**src/rtl/alc_pkg.sv**
```systemverilog
package alc_pkg;
   // Window length in samples: base doubled per code step, saturating at cmax.
   function automatic int unsigned win_len(input logic [3:0] code,
                                           input int unsigned base,
                                           input int unsigned cmax);
      int unsigned c;
      c = (int'(code) > int'(cmax)) ? cmax : int'(code);
      return base << c;
   endfunction
endpackage

```
**src/rtl/alc_level_detect.sv**
```systemverilog
module alc_level_detect #(
   parameter int W          = 16,
   parameter int BASE_TICKS = 2,
   parameter int CODE_MAX   = 10
) (
   input  logic         clk,
   input  logic         rst_n,
   input  logic         smp_vld,
   input  logic [W-1:0] smp_data,
   input  logic [W-2:0] target,
   input  logic         gate_en,
   input  logic [W-2:0] gate_thr,
   input  logic [3:0]   atk_code,
   input  logic [3:0]   dec_code,
   output logic         step_up,
   output logic         step_dn
);
   import alc_pkg::*;

   localparam int MAXLEN = BASE_TICKS << CODE_MAX;
   localparam int CW     = $clog2(MAXLEN) + 1;

   logic [W-2:0] peak_q, mag, pk;
   logic [W-1:0] neg_v;
   logic [CW-1:0] atk_cnt, dec_cnt, atk_len, dec_len;
   logic over, atk_last, dec_last, gate_blk;

   // magnitude with the most negative code clamped to full scale
   always_comb begin
      neg_v = ~smp_data + 1'b1;
      if (!smp_data[W-1])   mag = smp_data[W-2:0];
      else if (neg_v[W-1])  mag = '1;
      else                  mag = neg_v[W-2:0];
   end

   assign pk       = (mag > peak_q) ? mag : peak_q;
   assign over     = pk > target;
   assign atk_len  = CW'(win_len(atk_code, BASE_TICKS, CODE_MAX));
   assign dec_len  = CW'(win_len(dec_code, BASE_TICKS, CODE_MAX));
   assign atk_last = atk_cnt >= (atk_len - 1'b1);
   assign dec_last = dec_cnt >= (dec_len - 1'b1);
   assign gate_blk = gate_en && (pk < gate_thr);
   assign step_dn  = smp_vld && over && atk_last;
   assign step_up  = smp_vld && !over && dec_last && !gate_blk;

   always_ff @(posedge clk) begin
      if (!rst_n) begin
         peak_q  <= '0;
         atk_cnt <= '0;
         dec_cnt <= '0;
      end else if (smp_vld) begin
         if (over) begin
            dec_cnt <= '0;
            if (atk_last) begin
               atk_cnt <= '0;
               peak_q  <= '0;
            end else begin
               atk_cnt <= atk_cnt + 1'b1;
               peak_q  <= pk;
            end
         end else begin
            atk_cnt <= '0;
            if (dec_last) begin
               dec_cnt <= '0;
               peak_q  <= '0;
            end else begin
               dec_cnt <= dec_cnt + 1'b1;
               peak_q  <= pk;
            end
         end
      end
   end

   initial begin
      if (W < 4 || BASE_TICKS < 1 || CODE_MAX < 0 || CODE_MAX > 15)
         $error("alc_level_detect: bad parameters");
   end

   p_atk_clear_r2: assert property (@(posedge clk) disable iff (!rst_n)
      step_dn |=> (atk_cnt == '0 && peak_q == '0));
   p_dec_clear_r4: assert property (@(posedge clk) disable iff (!rst_n)
      (smp_vld && !over && dec_last) |=> (dec_cnt == '0 && peak_q == '0));
   p_idle_hold_r10: assert property (@(posedge clk) disable iff (!rst_n)
      !smp_vld |=> ($stable(peak_q) && $stable(atk_cnt) && $stable(dec_cnt)));
endmodule

```
**src/rtl/alc_gain_step.sv**
```systemverilog
module alc_gain_step #(
   parameter int GAIN_W     = 6,
   parameter int GAIN_INIT  = 23,
   parameter int ZC_TIMEOUT = 8,
   parameter bit ZC_SUPPORT = 1'b1
) (
   input  logic              clk,
   input  logic              rst_n,
   input  logic              smp_vld,
   input  logic              smp_sign,
   input  logic              step_up,
   input  logic              step_dn,
   input  logic              zc_en,
   output logic [GAIN_W-1:0] gain
);
   localparam logic [GAIN_W-1:0] GMAX  = '1;
   localparam logic [GAIN_W-1:0] GINIT = GAIN_W'(GAIN_INIT);
   localparam int TW = $clog2(ZC_TIMEOUT) + 1;
   localparam logic [TW-1:0] TLAST = TW'(ZC_TIMEOUT - 1);

   logic [GAIN_W-1:0] want_q, want_d;

   always_comb begin
      want_d = want_q;
      if (step_dn && want_q != '0)        want_d = want_q - 1'b1;
      else if (step_up && want_q != GMAX) want_d = want_q + 1'b1;
   end

   always_ff @(posedge clk) begin
      if (!rst_n)       want_q <= GINIT;
      else if (smp_vld) want_q <= want_d;
   end

   generate
      if (ZC_SUPPORT) begin : g_zc
         logic [GAIN_W-1:0] gain_q;
         logic [TW-1:0]     to_cnt;
         logic              sign_q, apply;

         assign apply = !zc_en || (smp_sign != sign_q) || (to_cnt >= TLAST);

         always_ff @(posedge clk) begin
            if (!rst_n) begin
               gain_q <= GINIT;
               to_cnt <= '0;
               sign_q <= 1'b0;
            end else if (smp_vld) begin
               sign_q <= smp_sign;
               if (apply) begin
                  gain_q <= want_d;
                  to_cnt <= '0;
               end else if (gain_q != want_d) begin
                  to_cnt <= to_cnt + 1'b1;
               end else begin
                  to_cnt <= '0;
               end
            end
         end
         assign gain = gain_q;

         p_direct_r8: assert property (@(posedge clk) disable iff (!rst_n)
            (smp_vld && !zc_en) |=> (gain_q == want_q));
         p_timeout_r9: assert property (@(posedge clk) disable iff (!rst_n)
            (smp_vld && to_cnt >= TLAST) |=> (gain_q == want_q));
      end else begin : g_direct
         logic zc_unused;
         assign zc_unused = zc_en ^ smp_sign;
         assign gain = want_q;
      end
   endgenerate

   initial begin
      if (GAIN_W < 2 || GAIN_INIT < 0 || GAIN_INIT >= (1 << GAIN_W) || ZC_TIMEOUT < 1)
         $error("alc_gain_step: bad parameters");
   end

   p_step_one_r5: assert property (@(posedge clk) disable iff (!rst_n)
      (want_q == $past(want_q)) || (want_q == $past(want_q) + 1'b1) ||
      (want_q == $past(want_q) - 1'b1));
   p_no_wrap_top_r6: assert property (@(posedge clk) disable iff (!rst_n)
      (want_q == GMAX) |=> (want_q != '0));
   p_no_wrap_bot_r6: assert property (@(posedge clk) disable iff (!rst_n)
      (want_q == '0) |=> (want_q != GMAX));
endmodule

```
**src/rtl/alc_level_ctrl.sv**
```systemverilog
module alc_level_ctrl #(
   parameter int W          = 16,
   parameter int GAIN_W     = 6,
   parameter int GAIN_INIT  = 23,
   parameter int BASE_TICKS = 2,
   parameter int CODE_MAX   = 10,
   parameter int ZC_TIMEOUT = 8,
   parameter bit ZC_SUPPORT = 1'b1
) (
   input  logic              clk,
   input  logic              rst_n,
   input  logic              smp_vld,
   input  logic [W-1:0]      smp_data,
   input  logic [W-2:0]      cfg_target,
   input  logic [3:0]        cfg_attack,
   input  logic [3:0]        cfg_decay,
   input  logic              cfg_gate_en,
   input  logic [W-2:0]      cfg_gate_thr,
   input  logic              cfg_zc_en,
   output logic [GAIN_W-1:0] gain_code
);
   logic up, dn;

   alc_level_detect #(.W(W), .BASE_TICKS(BASE_TICKS), .CODE_MAX(CODE_MAX)) u_det (
      .clk(clk), .rst_n(rst_n), .smp_vld(smp_vld), .smp_data(smp_data),
      .target(cfg_target), .gate_en(cfg_gate_en), .gate_thr(cfg_gate_thr),
      .atk_code(cfg_attack), .dec_code(cfg_decay), .step_up(up), .step_dn(dn));

   alc_gain_step #(.GAIN_W(GAIN_W), .GAIN_INIT(GAIN_INIT), .ZC_TIMEOUT(ZC_TIMEOUT),
                   .ZC_SUPPORT(ZC_SUPPORT)) u_gain (
      .clk(clk), .rst_n(rst_n), .smp_vld(smp_vld), .smp_sign(smp_data[W-1]),
      .step_up(up), .step_dn(dn), .zc_en(cfg_zc_en), .gain(gain_code));

   p_gain_hold_r10: assert property (@(posedge clk) disable iff (!rst_n)
      !smp_vld |=> $stable(gain_code));
   p_one_dir_r5: assert property (@(posedge clk) disable iff (!rst_n)
      !(up && dn));
endmodule

```
**config.mk**
```make
export PLATFORM = sky130hd
export DESIGN_NAME = alc_level_ctrl
export DESIGN_NICKNAME = d
export VERILOG_FILES = /design/src/rtl/alc_pkg.sv /design/src/rtl/alc_level_detect.sv /design/src/rtl/alc_gain_step.sv /design/src/rtl/alc_level_ctrl.sv
export SDC_FILE = /design/constraint.sdc
export NUM_CORES = 1
export LEC_CHECK = 0
export BUFFER_PORTS_ARGS = -buffer_cell sky130_fd_sc_hd__buf_2
export CORE_MARGIN = 4
export CORE_UTILIZATION = 36
export DETAILED_ROUTE_END_ITERATION = 7
export PLACE_DENSITY_LB_ADDON = 0.15
export SYNTH_ARGS = -nofsm -noshare
export SYNTH_HDL_FRONTEND = slang
export SYNTH_HIERARCHICAL = 1
export SYNTH_SLANG_ARGS = --single-unit
export TNS_END_PERCENT = 100
```
**constraint.sdc**
```tcl
create_clock -name clk -period 9.85 [get_ports clk]
set_input_delay 1.4775 -clock clk [delete_from_list [all_inputs] [get_ports clk]]
set_output_delay 1.4775 -clock clk [all_outputs]
set_load 0.05 [all_outputs]
```
==> flow_summary.yaml <==
synth:
  synth_edf_count: 0
  synth_fa_ha_area_share_pct: 17.4
  muxShareOfSynthArea_pct: 4.84
  ys_seq_elements: 56
  synth_cells: 675
  async_flop_share_pct: 0
  synth_top_family_by_area: "simple AND/OR/NAND/NOR gates"
  syn_nets: 809
  synthSimpleGateAreaFrac_pct: 23.0
  seq_area_frac_synth_pct: 20.8
  ys_types: 76
  synth_xor_area_share_pct: 7.09
  yosysWarnings: 6
  syn_avg_cell_area_sq_um: 8.00
  synth_compound_area_share_pct: 20.4
  netlist_area_sq_um: 5400
  synth_flop_cell: "dfxtp_1"
clocking:
  clk_latency_ns: 0.31
  clock_path_buffers: 2
  cts-root-buf: "clkbuf_16"
  postCtsSetupBuffers: 0
  cts_sinks: 56
  cts_made_buffers: 5
  clk_pin_slew_ns: 0.08
  holdBufCountCts: 0
  cts_resized: 0
  h-tree-depth: 2
  cts_tree: "yes"
routing:
  ant_nets: 0
  routed-via-count: 4987
  wl_mm: 14.1
  firstDrtPassIters: 5
  drt-initial-drc-count: 228
  remaining_drc_errors: 0
  routedWlPerCell_um: 15.5
  via_per_inst: 5.50
global_route:
  antenna_found_initial: 0
  grt_use_total_pct: 16.8
  grt_max_degree: 34
  grt_overflow: 0
  grt_pass1_vias: 4848
  grt_pass1_wl_mm: 23.3
sta:
  finalSetupViolCount: 0
  tightest_slew_ns: 1.15
  fin_crit_ns: 7.81
  slew_violations: 0
  fin_crit_sh_pct: 79.3
  hold_viol_final: 0
  holdWs_ns: 0.486
  rsz0062_at_grt: "no"
  finClkSkew_ns: 0.0103
  fin_tns_setup_ns: 0
  slew_headroom_pct: 23.0
  max_freq_mhz: 128
outcome:
  status: "complete, no violations"
hold_path:
  hold_depth: 2
  hp-start: "u_gain/g_zc.to_cnt[3]"
  min_to: "u_gain/g_zc.to_cnt[3]"
  worstHoldPathType: "flip-flop to flip-flop"
worst_setup_path:
  required_ns: 10.03
  endpoint_kind: "flip-flop"
  r2r_end: "u_gain/g_zc.to_cnt[2]"
  critPathMaxStageDelay_ns: 0.52
  worstPathArrival_ns: 7.98
  r2r_start: "u_det/peak_q[5]"
  start_kind: "primary input"
  reg2reg_slack_ns: 4.30
  crit_type: "primary input to flip-flop"
  rr_worst_depth: 22
  path_max_fanout: 14
  slowest_stage: "or4b_1"
placement:
  gp_congestion: 0.851
  placed_cells: 898
  portBuffers: 64
  place_hpwl_mm: 11.3
final_layout:
  final_util_pct: 41.2
  filler_cell_count: 1496
  layoutNonFillerInstCount: 906
  antenna_cells: 0
  nets: 855
  drive_gt1_share_pct: 15.0
  syn2layout_area_growth_pct: 11.7
floorplanning:
  fp.dieW_um: 131
  io_pins: 65
  dieArea_sq_um: 17000
  coreArea_sq_um: 14600
  initial_utilization_pct: 36.9
  die_y_um: 131
  num_rows: 44
power_and_ir_drop:
  peakVddDrop_mv: 0.0714
  power_uw: 671
  p_per_area_nw_per_um2: 111
  p_leak_nw: 2.68
job:
  max_cap_viol_count: 0
-- cell usage after synthesis (all sizes together), types with 4 or more instances --
cell / instances / area, sq um
and2: 4 / 25.0
nor2b: 8 / 50.1
buf: 6 / 28.8
o21a: 4 / 30.0
mux2: 14 / 161
a21o: 6 / 45.0
nand3b: 8 / 60.1
xnor2: 17 / 149
a211oi: 10 / 75.1
nor2: 38 / 143
clkbuf: 22 / 83.8
mux2i: 10 / 100
a32o: 17 / 170
or3: 6 / 52.6
inv: 63 / 236
and4: 4 / 37.5
or2: 4 / 25.0
o31ai: 4 / 30.0
dfxtp: 56 / 1120
and3: 12 / 80.1
nand3: 15 / 75.1
xor2: 24 / 210
a21oi: 44 / 224
o211ai: 7 / 52.6
o21ai: 37 / 208
nand2: 63 / 236
ha: 75 / 938
o41ai: 6 / 78.8
nand4: 21 / 138
nor3: 30 / 161
-- sequential cells by signal, summed over array words and instances, names as in the netlist --
name,cells
u_det/atk_cnt,12
u_det/dec_cnt,12
u_gain/g_zc.to_cnt,4
u_gain/g_zc.sign_q,1
u_det/peak_q,15
u_gain/gain,6
u_gain/want_q,6
-- cell usage in the layout (no fill, tap or decap), types with 5 or more instances in the layout --
cell / Yosys / layout
o21ai_0: 28 / 28
nand3_1: 15 / 15
a21oi_1: 43 / 43
and3_1: 11 / 11
nor3_1: 29 / 29
nor2_1: 38 / 38
o211ai_1: 7 / 7
o21ai_1: 5 / 5
mux2_2: 13 / 13
xnor2_1: 17 / 17
a211oi_1: 10 / 10
mux2i_1: 10 / 10
nand4_1: 20 / 20
nand2_1: 63 / 63
nor2b_1: 8 / 8
buf_2: 5 / 64
a32o_1: 17 / 17
xor2_1: 24 / 24
a21o_1: 6 / 6
clkbuf_16: 0 / 5
nand3b_1: 8 / 8
dfxtp_1: 56 / 56
inv_1: 63 / 63
ha_1: 75 / 75
-- per-stage QoR --
step | instance area, sq um | worst slack [ns]
floorplan | 5400 | 2.31
detailed placement | 5860 | 1.78
CTS | 6040 | 2.08
global route | 6040 | 1.40
finish | 6040 | 2.04
global placement | 5860 | 1.96
-- critical path: cells and delay by family --
kind | cells | cell delay [ns]
AOI/OAI and AO/OA | 11 | 2.66
buffers and inverters | 4 | 0.65
xor gates and xnor gates | 1 | 0.18
adders and majority gates | 3 | 0.82
and+or+nand+nor | 8 | 1.81
muxes | 1 | 0.40
-- layout make-up --
cell class	count	area (sq um)	share of cell area, %
Multi-Input combinational cell	527	3930	65.1
Clock buffer	5	125	2.07
Tap cell	184	230	3.81
Clock inverter	3	47.5	0.788
Timing Repair Buffer	67	343	5.68
Inverter	64	240	3.98
Sequential cell	56	1120	18.6
-- logic make-up after synthesis --
group / Yosys count
mux: 24
fa+ha+maj: 75
simple gates: 231
flops: 56
xor+xnor: 42
buf+inv: 92
compound gates: 155
-- how the worst max path moves through the flow --
stage                start                    end  slack (ns)
2_1_floorplan  smp_data[0]  u_gain/g_zc.to_cnt[2]        2.31
3_3_place_gp   smp_data[0]  u_gain/g_zc.to_cnt[2]        1.96
3_5_place_dp   smp_data[0]  u_gain/g_zc.to_cnt[2]        1.78
4_1_cts        smp_data[0]  u_gain/g_zc.to_cnt[2]        2.08
5_1_grt        smp_data[0]  u_gain/g_zc.to_cnt[2]        1.40
6_report       smp_data[0]  u_gain/g_zc.to_cnt[2]        2.04
-- where the power goes --
group          switching [mW]  internal, mW  total (mW)
sequential            0.00878         0.235       0.244
combinational           0.123        0.0930       0.216
clock                  0.0901         0.121       0.211
total                   0.222         0.449       0.671
-- metal layers --
metal,part of all wire [%],vias up,global-route usage [%]
met4,1.9,0,5.08
met3,3.9,15,2.20
li1,-,2557,-
met5,0,-,0
met2,48,98,28.9
met1,46,2317,21.9
No activity file was read; power rests on OpenSTA's default activity.
